File: src/rtl/rtFwdPkg.sv
package rtFwdPkg;
  localparam int MSG_W    = 8;
  localparam int HOP_LO   = 2;
  localparam int HOP_W    = 3;
  localparam int ADDR_BIT = 7;
  localparam int HOP_HI   = HOP_LO + HOP_W - 1;
  localparam logic [HOP_W-1:0] HOP_MAX = '1;

  typedef struct packed {
    logic load;     // accept and forward the word
    logic bump;     // increment the hop field
    logic capture;  // store the hop field as our index
  } fwdCtrl_t;
endpackage

File: src/rtl/rtFwdCtrl.sv
module rtFwdCtrl
  import rtFwdPkg::*;
(
  input  logic             clk,
  input  logic             rstN,
  input  logic [MSG_W-1:0] rxMsg,
  input  logic             rxValid,
  input  logic             portsReady,
  input  logic             twoLane,
  output fwdCtrl_t         ctrl
);
  logic accept;

  always_comb begin
    accept       = rxValid && portsReady;
    ctrl.load    = accept;
    ctrl.bump    = accept && twoLane && !rxMsg[ADDR_BIT];
    ctrl.capture = ctrl.bump;
  end


  no_fwd_unready_chk: assert property (@(posedge clk) disable iff (!rstN)
    (rxValid && !portsReady) |-> !ctrl.load);


  no_bump_single_chk: assert property (@(posedge clk) disable iff (!rstN)
    !twoLane |-> !ctrl.bump);
endmodule

File: src/rtl/rtFwdData.sv
module rtFwdData
  import rtFwdPkg::*;
(
  input  logic             clk,
  input  logic             rstN,
  input  logic [MSG_W-1:0] rxMsg,
  input  fwdCtrl_t         ctrl,
  output logic [MSG_W-1:0] txMsg,
  output logic             txValid,
  output logic [HOP_W-1:0] myIndex,
  output logic             addrMode
);
  logic [HOP_W-1:0] hopIn;
  logic [HOP_W-1:0] hopNext;
  logic [MSG_W-1:0] fwdWord;

  always_comb begin
    hopIn   = rxMsg[HOP_HI:HOP_LO];
    hopNext = (hopIn == HOP_MAX) ? HOP_MAX : hopIn + 1'b1;
    fwdWord = rxMsg;
    if (ctrl.bump) fwdWord[HOP_HI:HOP_LO] = hopNext;
  end

  always_ff @(posedge clk) begin
    if (!rstN) begin
      txMsg    <= '0;
      txValid  <= 1'b0;
      myIndex  <= '0;
      addrMode <= 1'b0;
    end else begin
      txValid <= ctrl.load;
      if (ctrl.load) begin
        txMsg    <= fwdWord;
        addrMode <= rxMsg[ADDR_BIT];
      end
      if (ctrl.capture) myIndex <= hopIn;
    end
  end


  tx_after_accept_chk: assert property (@(posedge clk) disable iff (!rstN)
    txValid |-> $past(ctrl.load));


  side_bits_kept_chk: assert property (@(posedge clk) disable iff (!rstN)
    ctrl.load |=> (txMsg[MSG_W-1:HOP_HI+1] == $past(rxMsg[MSG_W-1:HOP_HI+1]))
              && (txMsg[HOP_LO-1:0] == $past(rxMsg[HOP_LO-1:0])));


  pass_unbumped_chk: assert property (@(posedge clk) disable iff (!rstN)
    (ctrl.load && !ctrl.bump) |=> txMsg == $past(rxMsg));


  hop_saturate_chk: assert property (@(posedge clk) disable iff (!rstN)
    (ctrl.bump && rxMsg[HOP_HI:HOP_LO] == HOP_MAX) |=> txMsg[HOP_HI:HOP_LO] == HOP_MAX);


  index_capture_chk: assert property (@(posedge clk) disable iff (!rstN)
    ctrl.capture |=> myIndex == $past(rxMsg[HOP_HI:HOP_LO]));


  index_hold_chk: assert property (@(posedge clk) disable iff (!rstN)
    !ctrl.capture |=> $stable(myIndex));
endmodule

File: src/rtl/rtPhyReadyFwd.sv
module rtPhyReadyFwd
  import rtFwdPkg::*;
(
  input  logic             clk,
  input  logic             rstN,
  input  logic [MSG_W-1:0] rxMsg,
  input  logic             rxValid,
  input  logic             portsReady,
  input  logic             twoLane,
  output logic [MSG_W-1:0] txMsg,
  output logic             txValid,
  output logic [HOP_W-1:0] myIndex,
  output logic             addrMode
);
  fwdCtrl_t ctrl;

  rtFwdCtrl uCtrl (
    .clk(clk), .rstN(rstN), .rxMsg(rxMsg), .rxValid(rxValid),
    .portsReady(portsReady), .twoLane(twoLane), .ctrl(ctrl)
  );

  rtFwdData uData (
    .clk(clk), .rstN(rstN), .rxMsg(rxMsg), .ctrl(ctrl),
    .txMsg(txMsg), .txValid(txValid), .myIndex(myIndex), .addrMode(addrMode)
  );
endmodule

File: config.mk
export PLATFORM = sky130hd
export DESIGN_NAME = rtPhyReadyFwd
export DESIGN_NICKNAME = d
export VERILOG_FILES = /design/src/rtl/rtFwdPkg.sv /design/src/rtl/rtFwdCtrl.sv /design/src/rtl/rtFwdData.sv /design/src/rtl/rtPhyReadyFwd.sv
export SDC_FILE = /design/constraint.sdc
export NUM_CORES = 1
export LEC_CHECK = 0
export ABC_AREA = 1
export CORE_AREA = 3 3 40 42
export DETAILED_ROUTE_END_ITERATION = 10
export DIE_AREA = 0 0 43 45
export MAX_ROUTING_LAYER = met4
export PLACE_DENSITY = 0.76
export SYNTH_ARGS = -nofsm -noshare
export SYNTH_HDL_FRONTEND = slang
export SYNTH_SLANG_ARGS = --single-unit
File: constraint.sdc
create_clock -name clk -period 1.8 [get_ports clk]
set_clock_uncertainty 0.1 [all_clocks]
set_input_delay 0.36 -clock clk [delete_from_list [all_inputs] [get_ports clk]]
set_output_delay 0.36 -clock clk [all_outputs]
set_load 0.01 [all_outputs]
==> flow_summary.ini, run 1 <==
[yosys]
synth_mux_area_share_pct = 0
synth_nets = 78
ys_seq_area_share_pct = 48.9
synth.avg_cell_area_um2 = 7.68
syn_inst = 64
synthAdderAreaFrac_pct = 2.54
post_synth_and_or_nand_nor_area_fraction_pct = 23.4
ys_seq_elements = 12
synth_largest_area_cell = dfxtp_1
yosys_warnings = 0
synth_xor_area_share_pct = 0
synth_top_family_by_area = simple AND/OR/NAND/NOR gates
synth_area_leaders = dfxtp_1 (49%), nor2_1 (9.9%), nand2_1 (8.4%)
yosysTopAreaCellShare_pct = 48.9
synth.cell_area_um2 = 492
yosys.cell_types.count = 18
synth_compound_area_share_pct = 16.5

[floorplanning]
start_util_pct = 38.3
io_pins = 26
dieWidth_um = 43
core_mm2 = 0.00128
die_y_um = 45
rows = 13
die-area_mm2 = 0.00194

[setup_path]
worst-r2r-setup-slack_ns = 1.05
reg2reg_to = uData.txMsg[3]$_SDFFE_PN0P_
cp_top_family = buffers and inverters
slowest_stage = clkdlybuf4s50_1
worstPathRequired_ns = 1.34
crit_arrival_ns = 1.16
cp-start-kind = register
path_buf_inv = 1
critPathCaptureType = output port
r2r_cells = 2
crit_fanout = 3
r2r_start = uData.txMsg[3]$_SDFFE_PN0P_
max_stage_delay_ns = 0.54
path_cells = clkdlybuf4s50_1
path_class = register to output port

[route]
vias_per_cell = 4.65
first_pass_iters = 2
drc_errors = 0
wirelength_um = 1170
ant_nets = 0
vias = 493
wire_per_inst_um = 11.0
drt_iter0_markers = 2

[timing]
worstMarginPinSlew_ns = 0.312
relSlewSlack_pct = 79.1
setup_tns_ns = 0
setup_viol = 0
drv_slew = 0
rsz0062_at_grt = false
min_period_ns = 1.62
fin_crit_sh_pct = 89.7
fmax_mhz = 619
timing_hold_violations_final = 0

[clock_tree]
clk_pin_slew_ns = 0.08
htreeDepth = 1
cts.sinks = 12
ctsHoldBuffers = 0
cts_tree = done
clockBufferDepth = 2
cts_setup_buffers = 0
cts_resized = 0
root_buffer = clkbuf_4
cts_buffers = 3
insertion_delay_ns = 0.27

[global_routing]
grt_overflow = 0
grt_max_degree = 12
grt_first_pass_wirelength_um = 2000
track_usage_pct = 14.1
antenna_found_initial = 0
grt_pass1_vias = 464

[run_status]
status = completed

[worst_hold_path]
holdPathStages = 2
hold_path.class = register to register
hold_start = uData.myIndex[0]$_SDFFE_PN0P_
min_to = uData.myIndex[0]$_SDFFE_PN0P_

[flow_run]
drv_cap = 0

[power]
ir_worst_vdd_mv = 0.479
p_leak_nw = 0.323
p_per_area_mw_per_mm2 = 780

[cells_and_area]
area_growth_pct = 59.0
drive_gt1_share_pct = 9.89
register_area_um2 = 240
stdcell_area_um2 = 782
nets = 106
multi_input_area_um2 = 209
nFillCells = 123
antenna_cells = 0

[placed_design]
place_hpwl_um = 886
numPortBuffers = 25
placed_area_um2 = 746
gp_congestion = 0.819
==> layout by cell type (no fill, tap or decap) <==
| cell | n |
|---|---|
| buf_4 | 1 |
| nand2_1 | 11 |
| nand2_2 | 1 |
| nor2_2 | 1 |
| clkbuf_8 | 1 |
| nand3b_1 | 1 |
| nor2_1 | 13 |
| inv_1 | 4 |
| ha_1 | 1 |
| o211ai_1 | 1 |
| nand3_1 | 1 |
| clkdlybuf4s50_1 | 25 |
| a21oi_2 | 1 |
| dfxtp_1 | 12 |
| o21ai_1 | 1 |
| clkinv_2 | 1 |
| clkbuf_4 | 3 |
| a21oi_1 | 4 |
| o21ai_0 | 8 |
==> report_power, final <==
part | switching, mW | total [mW] | leakage [nW] | internal [mW]
Combinational | 0.0461 | 0.111 | 0.203 | 0.0645
Clock | 0.0898 | 0.213 | 0.0210 | 0.123
Sequential | 0.00679 | 0.287 | 0.0986 | 0.280
Total | 0.143 | 0.610 | 0.323 | 0.467
==> stage by stage <==
step	hold slack (ns)	cells	worst slack, ns	util (%)	power [mW]
2_1_floorplan	0.388	64	0.689	-	0.340
3_3_place_gp	0.356	102	0.167	58.0	0.403
3_5_place_dp	0.364	102	0.142	58.0	0.404
4_1_cts	0.376	106	0.168	60.9	0.619
5_1_grt	0.399	106	0.142	60.9	0.639
6_report	0.373	106	0.185	60.9	0.610
==> layer usage <==
layer | global-route usage (%) | part of all wire [%] | vias up
met5 | - | 0 | -
met4 | 7.23 | 1.1 | 0
met3 | 2.79 | 8.5 | 4
met2 | 20.1 | 41 | 22
met1 | 18.8 | 49 | 206
li1 | - | - | 261
==> area by class of cell <==
cell class / count / share of cell area (%)
Clock buffer: 4 / 4.64
Inverter: 5 / 2.56
Multi-Input combinational cell: 44 / 26.7
Sequential cell: 12 / 30.7
Tap cell: 15 / 2.40
Timing Repair Buffer: 26 / 33.0
==> cell usage after synthesis (all sizes together) <==
library cell  instances
a21oi                 5
dfxtp                12
o211ai                1
nand2                12
nand3b                1
nor2                 14
buf                   2
nand3                 1
o21ai                 9
clkbuf                1
inv                   4
ha                    1
clkinv                1
==> sequential cells by signal, summed over array words and instances (netlist names) <==
name / flops
uData.addrMode: 1
uData.txMsg: 7
uData.txValid: 1
uData.myIndex: 3
==> logic make-up (layout without fill, tap and decap cells) <==
logic type / Yosys count / after routing
buffers and inverters: 8 / 35
adder cells (fa/ha/maj): 1 / 1
AND/OR/NAND/NOR: 28 / 28
AO/OA/AOI/OAI: 15 / 15
flip-flops: 12 / 12
==> worst max-delay path by stage <==
stage	startpoint	to	slack, ns	cells after the start
floorplan	rxMsg[2]	uData.txMsg[3]$_SDFFE_PN0P_	0.69	4
global placement	rxValid	uData.txMsg[2]$_SDFFE_PN0P_	0.17	6
global route	uData.myIndex[2]$_SDFFE_PN0P_	myIndex[2]	0.14	1
detailed placement	rxValid	uData.txMsg[2]$_SDFFE_PN0P_	0.14	6
finish	uData.addrMode$_SDFFE_PN0P_	txMsg[7]	0.18	1
CTS	uData.addrMode$_SDFFE_PN0P_	txMsg[7]	0.17	1
Power figures use the tool's default switching activity.
==> run 2, diff against run 1 <==
--- a/config.mk
+++ b/config.mk
@@ -6,11 +6,12 @@
 export NUM_CORES = 1
 export LEC_CHECK = 0
 export ABC_AREA = 1
-export CORE_AREA = 3 3 40 42
+export CORE_AREA = 3 3 42 44
 export DETAILED_ROUTE_END_ITERATION = 10
-export DIE_AREA = 0 0 43 45
+export DIE_AREA = 0 0 45 47
 export MAX_ROUTING_LAYER = met4
-export PLACE_DENSITY = 0.76
+export PLACE_DENSITY = 0.7
+export RECOVER_POWER = 25
 export SYNTH_ARGS = -nofsm -noshare
 export SYNTH_HDL_FRONTEND = slang
 export SYNTH_SLANG_ARGS = --single-unit
==> flow_summary.ini, run 2 (synthesis results as in run 1) <==
[power]
finalPower_uw = 560
p_per_area_mw_per_mm2 = 727
ir_worst_vdd_mv = 0.392
p_leak_nw = 0.316

[route]
vias = 499
vias_per_cell = 4.71
drc_errors = 0
drt_iter0_markers = 8
first_pass_iters = 4
wire_per_inst_um = 11.5
ant_nets = 0
wirelength_um = 1220

[setup_path]
worst-r2r-setup-slack_ns = 1.04
reg2reg_to = uData.txMsg[3]$_SDFFE_PN0P_
endpoint = txMsg[7]
path_buf_inv = 1
r2r_start = uData.txMsg[3]$_SDFFE_PN0P_
path_cells = clkdlybuf4s50_1
crit_fanout = 3
slowest_stage = clkdlybuf4s50_1
path_class = register to output port
max_stage_delay_ns = 0.54
crit_path_start = uData.addrMode$_SDFFE_PN0P_
cp_top_family = buffers and inverters
path_depth = 1
cp-start-kind = register
critPathCaptureType = output port
crit_arrival_ns = 1.16
worstPathRequired_ns = 1.34
r2r_cells = 2

[clock_tree]
insertion_delay_ns = 0.26
cts_setup_buffers = 0
clk_pin_slew_ns = 0.07
clockBufferDepth = 2
cts_buffers = 3
cts.sinks = 12
root_buffer = clkbuf_4
cts_resized = 0
htreeDepth = 1
ctsHoldBuffers = 0
cts_tree = done

[timing]
fmax_mhz = 619
fin_ws_ns = 0.184
fin_crit_sh_pct = 89.8
timing_hold_violations_final = 0
min_period_ns = 1.62
relSlewSlack_pct = 78.4
drv_slew = 0
setup_viol = 0
worstMarginPinSlew_ns = 0.324
setup_tns_ns = 0
rsz0062_at_grt = false

[floorplanning]
dieWidth_um = 45
start_util_pct = 33.4
core_mm2 = 0.00147
io_pins = 26
die-area_mm2 = 0.00212
die_y_um = 47
rows = 14

[global_routing]
track_usage_pct = 12.6
grt_overflow = 0
antenna_found_initial = 0
grt_pass1_vias = 435
grt_first_pass_wirelength_um = 1840
grt_max_degree = 12

[placed_design]
dp_slack_ns = 0.142
place_hpwl_um = 920
gp_congestion = 0.829
numPortBuffers = 25
dpl.cell_count = 103

[cells_and_area]
area_growth_pct = 56.5
largestRegisters = uData.txMsg: 7 flops, uData.myIndex: 3 flops
antenna_cells = 0
nFillCells = 146
regMostFlops = uData.txMsg
nets = 106
largest_reg_flops = 7
drive_gt1_share_pct = 8.89
final_cell_mix = clkdlybuf4s50_1 (24), nor2_1 (13), dfxtp_1 (12)
register_area_um2 = 240
fin_cells = 106
multi_input_area_um2 = 209
layout_commonest_cell = clkdlybuf4s50_1

[worst_hold_path]
hold_start = uData.txMsg[1]$_SDFFE_PN0P_
hold_path.class = register to register

[run_status]
status = completed

[flow_run]
drv_cap = 0
==> run 2: report_power, final <==
group	leakage [nW]	switching, mW	total, mW	internal, mW
sequential	0.0986	0.00698	0.287	0.280
combinational	0.203	0.0464	0.110	0.0640
clock	0.0138	0.0848	0.162	0.0773
total	0.316	0.138	0.560	0.421
==> run 2: how the worst min path moves through the flow <==
stage	to	slack, ns	cells after the start
2_1_floorplan	uData.myIndex[0]$_SDFFE_PN0P_	0.39	2
3_3_place_gp	uData.myIndex[0]$_SDFFE_PN0P_	0.36	2
3_5_place_dp	uData.myIndex[0]$_SDFFE_PN0P_	0.36	2
4_1_cts	uData.txMsg[1]$_SDFFE_PN0P_	0.39	2
5_1_grt	uData.txMsg[1]$_SDFFE_PN0P_	0.41	2
6_report	uData.txMsg[1]$_SDFFE_PN0P_	0.38	2
==> run 2: final cells by class <==
class / instances / share of cell area, %
multi-input cells: 44 / 27.2
well taps: 16 / 2.60
clock buffers: 3 / 2.93
repair buffers: 26 / 33.5
inverters: 5 / 2.60
flip-flops and latches: 12 / 31.2
==> run 2: routing by layer <==
metal  part of all wire [%]  global-route usage [%]
met4                    1.3                    7.02
met1                     46                    15.3
met3                    8.0                    2.68
met5                      0                       -
met2                     45                    19.2
==> run 2: stage by stage <==
stage / hold WS [ns] / utilization (%) / instance area [um^2]
final: 0.379 / 52.3 / 769
after global routing: 0.406 / 52.3 / 769
after CTS: 0.388 / 52.3 / 769
after detailed placement: 0.363 / 50.8 / 747
after global placement: 0.357 / 50.8 / 747
after floorplan: 0.388 / - / 492
